## src/rtl/cpa_pkg.sv

```systemverilog
package cpa_pkg;
  // per-level control strobes from the controller to the datapath
  typedef struct packed {
    logic hold;   // first of a horizontal pair: park it
    logic store;  // second of pair on an even line: write pair sum to line store
    logic emit;   // second of pair on an odd line: finish the 2x2 sum
  } lvlStrobe_t;
endpackage

```

## src/rtl/cpa_ctrl.sv

```systemverilog
module cpa_ctrl
  import cpa_pkg::*;
#(
  parameter int LEVELS = 4,
  parameter int COLW   = 4,
  parameter int LINEW  = 4,
  parameter int SW     = 2
) (
  input  logic                              clk,
  input  logic                              rstN,
  input  logic                              inValid,
  input  logic [COLW-1:0]                   inCol,
  input  logic [LINEW-1:0]                  inLine,
  input  logic [SW-1:0]                     inState,
  output logic [LEVELS-1:0]                 stageValid,
  output logic [LEVELS-1:0][COLW-1:0]       stageCol,
  output logic [LEVELS-1:0][LINEW-1:0]      stageLine,
  output logic [LEVELS-1:0][SW-1:0]         stageState,
  output lvlStrobe_t [LEVELS-1:0]           strobe
);

  always_comb begin
    strobe[0] = '0;
    for (int k = 1; k < LEVELS; k++) begin
      strobe[k].hold  = stageValid[k-1] & ~stageCol[k-1][0];
      strobe[k].store = stageValid[k-1] &  stageCol[k-1][0] & ~stageLine[k-1][0];
      strobe[k].emit  = stageValid[k-1] &  stageCol[k-1][0] &  stageLine[k-1][0];
    end
  end

  always_ff @(posedge clk) begin
    if (!rstN) begin
      stageValid <= '0;
    end else begin
      stageValid[0] <= inValid;
      for (int k = 1; k < LEVELS; k++) stageValid[k] <= strobe[k].emit;
    end
  end

  always_ff @(posedge clk) begin
    if (inValid) begin
      stageCol[0]   <= inCol;
      stageLine[0]  <= inLine;
      stageState[0] <= inState;
    end
    for (int k = 1; k < LEVELS; k++) begin
      if (strobe[k].emit) begin
        stageCol[k]   <= stageCol[k-1] >> 1;
        stageLine[k]  <= stageLine[k-1] >> 1;
        stageState[k] <= stageState[k-1];
      end
    end
  end

  // nothing valid in the cycle after a reset edge
  a_r8_reset_quiet: assert property (@(posedge clk) !rstN |=> stageValid == '0);

  generate
    for (genvar k = 1; k < LEVELS; k++) begin : g_chk
      // a coarse element always follows an element of the level below
      a_r3_follows_lower: assert property (@(posedge clk) disable iff (!rstN)
        stageValid[k] |-> $past(stageValid[k-1]));
      // the three strobes of a level never coincide
      a_r2_strobe_excl: assert property (@(posedge clk) disable iff (!rstN)
        $onehot0({strobe[k].hold, strobe[k].store, strobe[k].emit}));
    end
  endgenerate

endmodule

```

## src/rtl/cpa_dp.sv

```systemverilog
module cpa_dp
  import cpa_pkg::*;
#(
  parameter int LEVELS = 4,
  parameter int CW     = 8,
  parameter int COLW   = 4,
  parameter int SW     = 2,
  localparam int OW    = CW + 2*(LEVELS-1)
) (
  input  logic                          clk,
  input  logic                          rstN,
  input  logic                          inValid,
  input  logic [CW-1:0]                 inCost,
  input  lvlStrobe_t [LEVELS-1:0]       strobe,
  input  logic [LEVELS-1:0]             stageValid,
  input  logic [LEVELS-1:0][COLW-1:0]   stageCol,
  input  logic [LEVELS-1:0][SW-1:0]     stageState,
  output logic [LEVELS-1:0][OW-1:0]     lvlCost
);

  logic [CW-1:0] baseReg;

  always_ff @(posedge clk) begin
    if (inValid) baseReg <= inCost;
  end

  assign lvlCost[0] = OW'(baseReg);

  generate
    for (genvar k = 1; k < LEVELS; k++) begin : g_lvl
      localparam int IW = CW + 2*(k-1);   // width of the level below
      localparam int HW = IW + 1;         // pair sum width
      localparam int RW = IW + 2;         // block sum width
      localparam int LW = COLW - k;       // line-store index bits
      localparam logic [OW-1:0] LIMIT = OW'(((1 << CW) - 1) << (2*k));

      logic [IW-1:0] pairReg [2**SW];
      logic [HW-1:0] lineStore [2**LW][2**SW];
      logic [RW-1:0] blockReg;
      logic [SW-1:0] sIdx;
      logic [LW-1:0] cIdx;
      logic [IW-1:0] below;
      logic [HW-1:0] pairSum;

      assign sIdx    = stageState[k-1];
      assign cIdx    = stageCol[k-1][LW:1];
      assign below   = lvlCost[k-1][IW-1:0];
      assign pairSum = {1'b0, pairReg[sIdx]} + {1'b0, below};

      always_ff @(posedge clk) begin
        if (strobe[k].hold)  pairReg[sIdx] <= below;
        if (strobe[k].store) lineStore[cIdx][sIdx] <= pairSum;
        if (strobe[k].emit)  blockReg <= {1'b0, lineStore[cIdx][sIdx]} + {1'b0, pairSum};
      end

      assign lvlCost[k] = OW'(blockReg);

      // a level-k sum never exceeds four^k times the largest input
      a_r4_no_overflow: assert property (@(posedge clk) disable iff (!rstN)
        stageValid[k] |-> lvlCost[k] <= LIMIT);
    end
  endgenerate

endmodule

```

## src/rtl/cost_pyramid_acc.sv

```systemverilog
module cost_pyramid_acc
  import cpa_pkg::*;
#(
  parameter int WIDTH  = 16,
  parameter int HEIGHT = 16,
  parameter int STATES = 4,
  parameter int CW     = 8,
  parameter int LEVELS = 4,
  parameter int GROUP  = 8,
  localparam int COLW  = $clog2(WIDTH),
  localparam int LINEW = $clog2(HEIGHT),
  localparam int SW    = $clog2(STATES),
  localparam int LSW   = $clog2(LEVELS),
  localparam int OW    = CW + 2*(LEVELS-1)
) (
  input  logic                       clk,
  input  logic                       rstN,
  input  logic                       inValid,
  input  logic [CW-1:0]              inCost,
  input  logic [COLW-1:0]            inCol,
  input  logic [LINEW-1:0]           inLine,
  input  logic [SW-1:0]              inState,
  input  logic [LSW-1:0]             lvlSel,
  output logic [LEVELS-1:0]          lvlValid,
  output logic [LEVELS-1:0][OW-1:0]  lvlCost,
  output logic                       selValid,
  output logic [OW-1:0]              selCost,
  output logic [COLW-1:0]            selCol,
  output logic [LINEW-1:0]           selLine,
  output logic [SW-1:0]              selState,
  output logic [GROUP-1:0]           peMask
);

  lvlStrobe_t [LEVELS-1:0]          strobe;
  logic [LEVELS-1:0]                stageValid;
  logic [LEVELS-1:0][COLW-1:0]      stageCol;
  logic [LEVELS-1:0][LINEW-1:0]     stageLine;
  logic [LEVELS-1:0][SW-1:0]        stageState;

  cpa_ctrl #(.LEVELS(LEVELS), .COLW(COLW), .LINEW(LINEW), .SW(SW)) u_ctrl (
    .clk(clk), .rstN(rstN), .inValid(inValid), .inCol(inCol), .inLine(inLine),
    .inState(inState), .stageValid(stageValid), .stageCol(stageCol),
    .stageLine(stageLine), .stageState(stageState), .strobe(strobe)
  );

  cpa_dp #(.LEVELS(LEVELS), .CW(CW), .COLW(COLW), .SW(SW)) u_dp (
    .clk(clk), .rstN(rstN), .inValid(inValid), .inCost(inCost), .strobe(strobe),
    .stageValid(stageValid), .stageCol(stageCol), .stageState(stageState),
    .lvlCost(lvlCost)
  );

  assign lvlValid = stageValid;
  assign selValid = stageValid[lvlSel];
  assign selCost  = lvlCost[lvlSel];
  assign selCol   = stageCol[lvlSel];
  assign selLine  = stageLine[lvlSel];
  assign selState = stageState[lvlSel];

  always_comb begin
    for (int i = 0; i < GROUP; i++) peMask[i] = (i < (GROUP >> lvlSel));
  end

  // number of active elements halves per level
  a_r7_mask_count: assert property (@(posedge clk) disable iff (!rstN)
    $countones(peMask) == (GROUP >> lvlSel));

endmodule

```

## config.mk

```make
export PLATFORM = sky130hd
export DESIGN_NAME = cost_pyramid_acc
export DESIGN_NICKNAME = d
export VERILOG_FILES = /design/src/rtl/cpa_pkg.sv /design/src/rtl/cpa_ctrl.sv /design/src/rtl/cpa_dp.sv /design/src/rtl/cost_pyramid_acc.sv
export SDC_FILE = /design/constraint.sdc
export NUM_CORES = 1
export LEC_CHECK = 0
export ABC_AREA = 1
export BUFFER_PORTS_ARGS = -buffer_cell sky130_fd_sc_hd__buf_2
export CAP_MARGIN = 5
export CORE_MARGIN = 2
export CORE_UTILIZATION = 41
export DETAILED_ROUTE_END_ITERATION = 16
export PLACE_DENSITY = 0.55
export SLEW_MARGIN = 10
export SYNTH_ARGS = -nofsm -noshare
export SYNTH_HDL_FRONTEND = slang
export SYNTH_SLANG_ARGS = --single-unit
```

## constraint.sdc

```tcl
create_clock -name clk -period 5.13 [get_ports clk]
set_input_delay 0 -clock clk [delete_from_list [all_inputs] [get_ports clk]]
set_output_delay 0 -clock clk [all_outputs]
set_load 0.02 [all_outputs]
```

==> impl_metrics.prom <==
# TYPE chip_impl_metric gauge
chip_impl_metric{name="ctsHtreeMaxLevel",unit=""} 3
chip_impl_metric{name="antennaDiodeCount",unit=""} 0
chip_impl_metric{name="core-area",unit="sq um"} 81580
chip_impl_metric{name="postSynthCellCount",unit=""} 2973
chip_impl_metric{name="post_dp_cell_area",unit="sq um"} 35250
chip_impl_metric{name="synth.yosys.seq_area_share",unit="%"} 68.84
chip_impl_info{name="rsz0062_at_grt",value="false"} 1
chip_impl_info{name="critical_path_class",value="flip-flop to flip-flop"} 1
chip_impl_info{name="synth_top_cells_by_area",value="edfxtp_1 68%, nand2_1 7.1%, nand3_1 5.0%, nor2_1 4.0%, o21ai_0 3.2%"} 1
chip_impl_metric{name="report.final.hold_viol_count",unit=""} 0
chip_impl_metric{name="netlist-cell-type-count",unit=""} 38
chip_impl_info{name="synth.top_cells.by_count",value="760 x edfxtp_1, 639 x nand2_1, 360 x nor2_1, 339 x nand3_1, 218 x o21ai_0"} 1
chip_impl_info{name="timing.critical_path.slowest_stage_cell",value="dfxtp_1"} 1
chip_impl_metric{name="via_count_of_the_first_global_routing_pass",unit=""} 22020
chip_impl_info{name="clock_tree.root_cell",value="clkbuf_16"} 1
chip_impl_metric{name="finalSetupViolCount",unit=""} 0
chip_impl_metric{name="number_of_antenna_violations_at_the_first_check_in_global_routing",unit=""} 0
chip_impl_metric{name="drt-pass1-iter-count",unit=""} 6
chip_impl_info{name="path_cells",value="inv_1 > o21ai_0 > o22ai_1 > ha_1 > fa_1 > nand3_1 > nand2_1 > a21oi_1 > xor2_1 > buf_4 > ha_1 > inv_1 > o21bai_1 > a21oi_1 > nand3_1 > nand2_1 > nand2_1"} 1
chip_impl_metric{name="worst_ir_drop_on_vdd",unit="mV"} 0.2664
chip_impl_metric{name="relSlewSlack",unit="%"} 15.95
chip_impl_metric{name="place.port_buffers",unit=""} 102
chip_impl_metric{name="avgSynthCellArea",unit="sq um"} 11.31
chip_impl_metric{name="critPathRequiredTime",unit="ps"} 5520
chip_impl_metric{name="global_route.usage.met3",unit="%"} 2.975
chip_impl_metric{name="asyncSetResetFlopFracSynth",unit="%"} 0
chip_impl_metric{name="drv_slew",unit=""} 0
chip_impl_metric{name="gp_congestion",unit=""} 0.8934
chip_impl_metric{name="grt_util_met2",unit="%"} 35.90
chip_impl_metric{name="tritoncts.num_buffers",unit=""} 85
chip_impl_metric{name="cap_violations",unit=""} 0
chip_impl_info{name="crit_path_start_kind",value="flip-flop"} 1
chip_impl_metric{name="insertion_delay",unit="ps"} 670
chip_impl_metric{name="final_min_period_over_clock_period",unit="%"} 81.90
chip_impl_metric{name="setup_total_negative_slack",unit="ps"} 0
chip_impl_info{name="cpLargestDelayFamily",value="adder cells"} 1
chip_impl_metric{name="pin_count_of_the_biggest_net_entering_global_routing",unit=""} 145
chip_impl_metric{name="clkTransAtPathRegs",unit="ps"} 60
chip_impl_metric{name="finalNonFillerCells",unit=""} 4238
chip_impl_metric{name="number_of_flops_mapped_to_enable_cells_by_yosys",unit=""} 760
chip_impl_metric{name="clock-skew-final",unit="ps"} 43.78
chip_impl_metric{name="worst-slew-pin-transition",unit="ps"} 1256
chip_impl_metric{name="ioPinCount",unit=""} 116
chip_impl_metric{name="start_util",unit="%"} 41.21
chip_impl_metric{name="postLayoutCellArea",unit="sq um"} 38310
chip_impl_info{name="synth_area_leader",value="edfxtp_1"} 1
chip_impl_metric{name="die_w",unit="um"} 290.3
chip_impl_metric{name="share_of_cells_above_drive_strength_1",unit="%"} 9.628
chip_impl_metric{name="critPathBufInv",unit=""} 3
chip_impl_metric{name="critPathMaxStageDelay",unit="ps"} 680
chip_impl_metric{name="max_freq",unit="GHz"} 0.2380
chip_impl_metric{name="drt_wl_total",unit="um"} 89770
chip_impl_metric{name="synth.ff_latch_count",unit=""} 776
chip_impl_metric{name="total_power",unit="W"} 0.01556
chip_impl_metric{name="vias_per_cell",unit=""} 5.290
chip_impl_info{name="cts_tree",value="yes"} 1
chip_impl_info{name="worst_path_most_repeated_cell",value="nand2_1"} 1
chip_impl_metric{name="std_cell_rows",unit=""} 105
chip_impl_metric{name="grt.total_usage",unit="%"} 21.19
chip_impl_metric{name="first_pass_grt_wire_length",unit="um"} 135800
chip_impl_metric{name="ant_nets",unit=""} 0
chip_impl_info{name="timing.hold.worst.class",value="input pin to flip-flop"} 1
chip_impl_metric{name="globalRoute.totalOverflow",unit=""} 0
chip_impl_metric{name="area.growth.synth_to_final",unit="%"} 13.95
chip_impl_metric{name="fp.dieArea",unit="sq um"} 84300
chip_impl_metric{name="power.leakage",unit="nW"} 14.32
chip_impl_metric{name="placedCellCount",unit=""} 4064
chip_impl_info{name="synth_most_common_cell",value="edfxtp_1"} 1
chip_impl_info{name="grt.busiest_layer",value="met2"} 1
chip_impl_metric{name="gr-usage-met1",unit="%"} 27.67
chip_impl_metric{name="synth_top_area_share",unit="%"} 67.89
chip_impl_info{name="ys_dominant_reg_cell",value="edfxtp_1"} 1
chip_impl_info{name="result_of_the_run",value="complete, no violations"} 1
chip_impl_metric{name="fin_nets",unit=""} 3194
chip_impl_info{name="cp-end-kind",value="flip-flop"} 1
chip_impl_metric{name="ys_warn_count",unit=""} 0
chip_impl_metric{name="worst-path-max-fanout",unit=""} 21
chip_impl_metric{name="hpwl",unit="um"} 58070
chip_impl_metric{name="worst_ep_arrival_time",unit="ps"} 4590
chip_impl_metric{name="routed_wire_length_per_instance",unit="um"} 21.18
chip_impl_metric{name="ratio_of_total_power_to_cell_area",unit="nW/um^2"} 406.1
chip_impl_metric{name="die_y",unit="um"} 290.3
chip_impl_metric{name="final.fill_count",unit=""} 7278
chip_impl_metric{name="drc",unit=""} 0
chip_impl_metric{name="routed-via-count",unit=""} 22420
chip_impl_metric{name="period_needed",unit="ps"} 4201
chip_impl_metric{name="syn_area",unit="sq um"} 33620
chip_impl_metric{name="cts_num_sinks",unit=""} 776
chip_impl_metric{name="max-clock-path-buffers",unit=""} 3
chip_impl_metric{name="detailedRoute.firstIterationViolations",unit=""} 2044
==> final cells by class <==
type | count | area [sq um] | area share [%]
tap | 1070 | 1339 | 3.495
multi-input combinational | 1869 | 9100 | 23.76
clock buffer | 110 | 2261 | 5.902
sequential | 776 | 23150 | 60.43
clock inverter | 43 | 579.3 | 1.512
inverter | 197 | 744.5 | 1.943
timing repair buffer | 173 | 1134 | 2.959
==> final timing paths <==
path                                                   to  slack, ps                 from  depth (start not counted)
worst min register to register        u_ctrl.stageLine[5]        460  u_ctrl.stageLine[2]                          0
worst min-delay path                   u_ctrl.stageCol[0]         60             inCol[0]                          2
worst max-delay path            u_dp.g_lvl[2].blockReg[9]        930            flip-flop                         17
worst max register to register  u_dp.g_lvl[2].blockReg[9]        930            flip-flop                         17
==> per-stage QoR <==
stage	worst slack, ps	util (%)	hold slack (ps)
detailed placement	1016	43.21	178.6
global route	508.5	46.95	38.51
global placement	1123	43.21	176.3
finish	928.7	46.95	59.77
floorplan	1305	-	97.63
CTS	982.4	46.94	18.01
==> report_power, final <==
part | internal [W] | total [W] | switching [W] | leakage [nW]
sequential | 0.00739 | 0.00746 | 0.0000751 | 7.00
combinational | 0.000531 | 0.00196 | 0.00143 | 5.97
clock | 0.00356 | 0.00613 | 0.00257 | 1.36
==> cells by family after synthesis <==
logic type	Yosys count	synth area share [%]
XOR/XNOR	39	1.016
AND/OR/NAND/NOR	1378	16.90
flip-flops	776	68.84
adder cells (fa/ha/maj)	69	2.702
buffers and inverters	339	4.474
AO/OA/AOI/OAI	370	6.041
other	2	0.02234
==> timing repair <==
item                      in CTS  in global routing
resized for setup              0                  0
setup buffers                  0                  0
hold endpoints to repair      45                  0
hold buffers                  21                  0
==> routing by layer <==
layer	share of wire, %	vias up
li1	-	10610
met1	43	10950
met2	49	688
met3	5.0	173
met4	3.8	0
met5	0	-
==> cell usage in the layout, fill, tap and decap left out, types with 56 or more instances in the layout <==
cell / count
nand3_1: 339
edfxtp_1: 760
o21ai_0: 217
a21oi_1: 56
buf_2: 102
nor2_1: 351
inv_1: 190
clkbuf_16: 85
ha_1: 63
nand2_1: 639
==> worst register-to-register path, delay by kind of cell (launching register included) <==
family,cells,cell delay [ps]
xor+xnor,1,160
compound gates,5,960
fa+ha+maj,3,960
simple gates,5,400
buf+inv,3,770
flops,1,680
==> registers in the layout, summed over array words and instances (netlist names), named ones only <==
name                  cells
u_ctrl.stageCol          10
u_ctrl.stageLine         10
u_ctrl.stageState         8
u_ctrl.stageValid         4
u_dp.baseReg              8
u_dp.g_lvl.blockReg      36
u_dp.g_lvl.lineStore    568
u_dp.g_lvl.pairReg      120
Note: power is estimated with default switching activity, not from simulation.
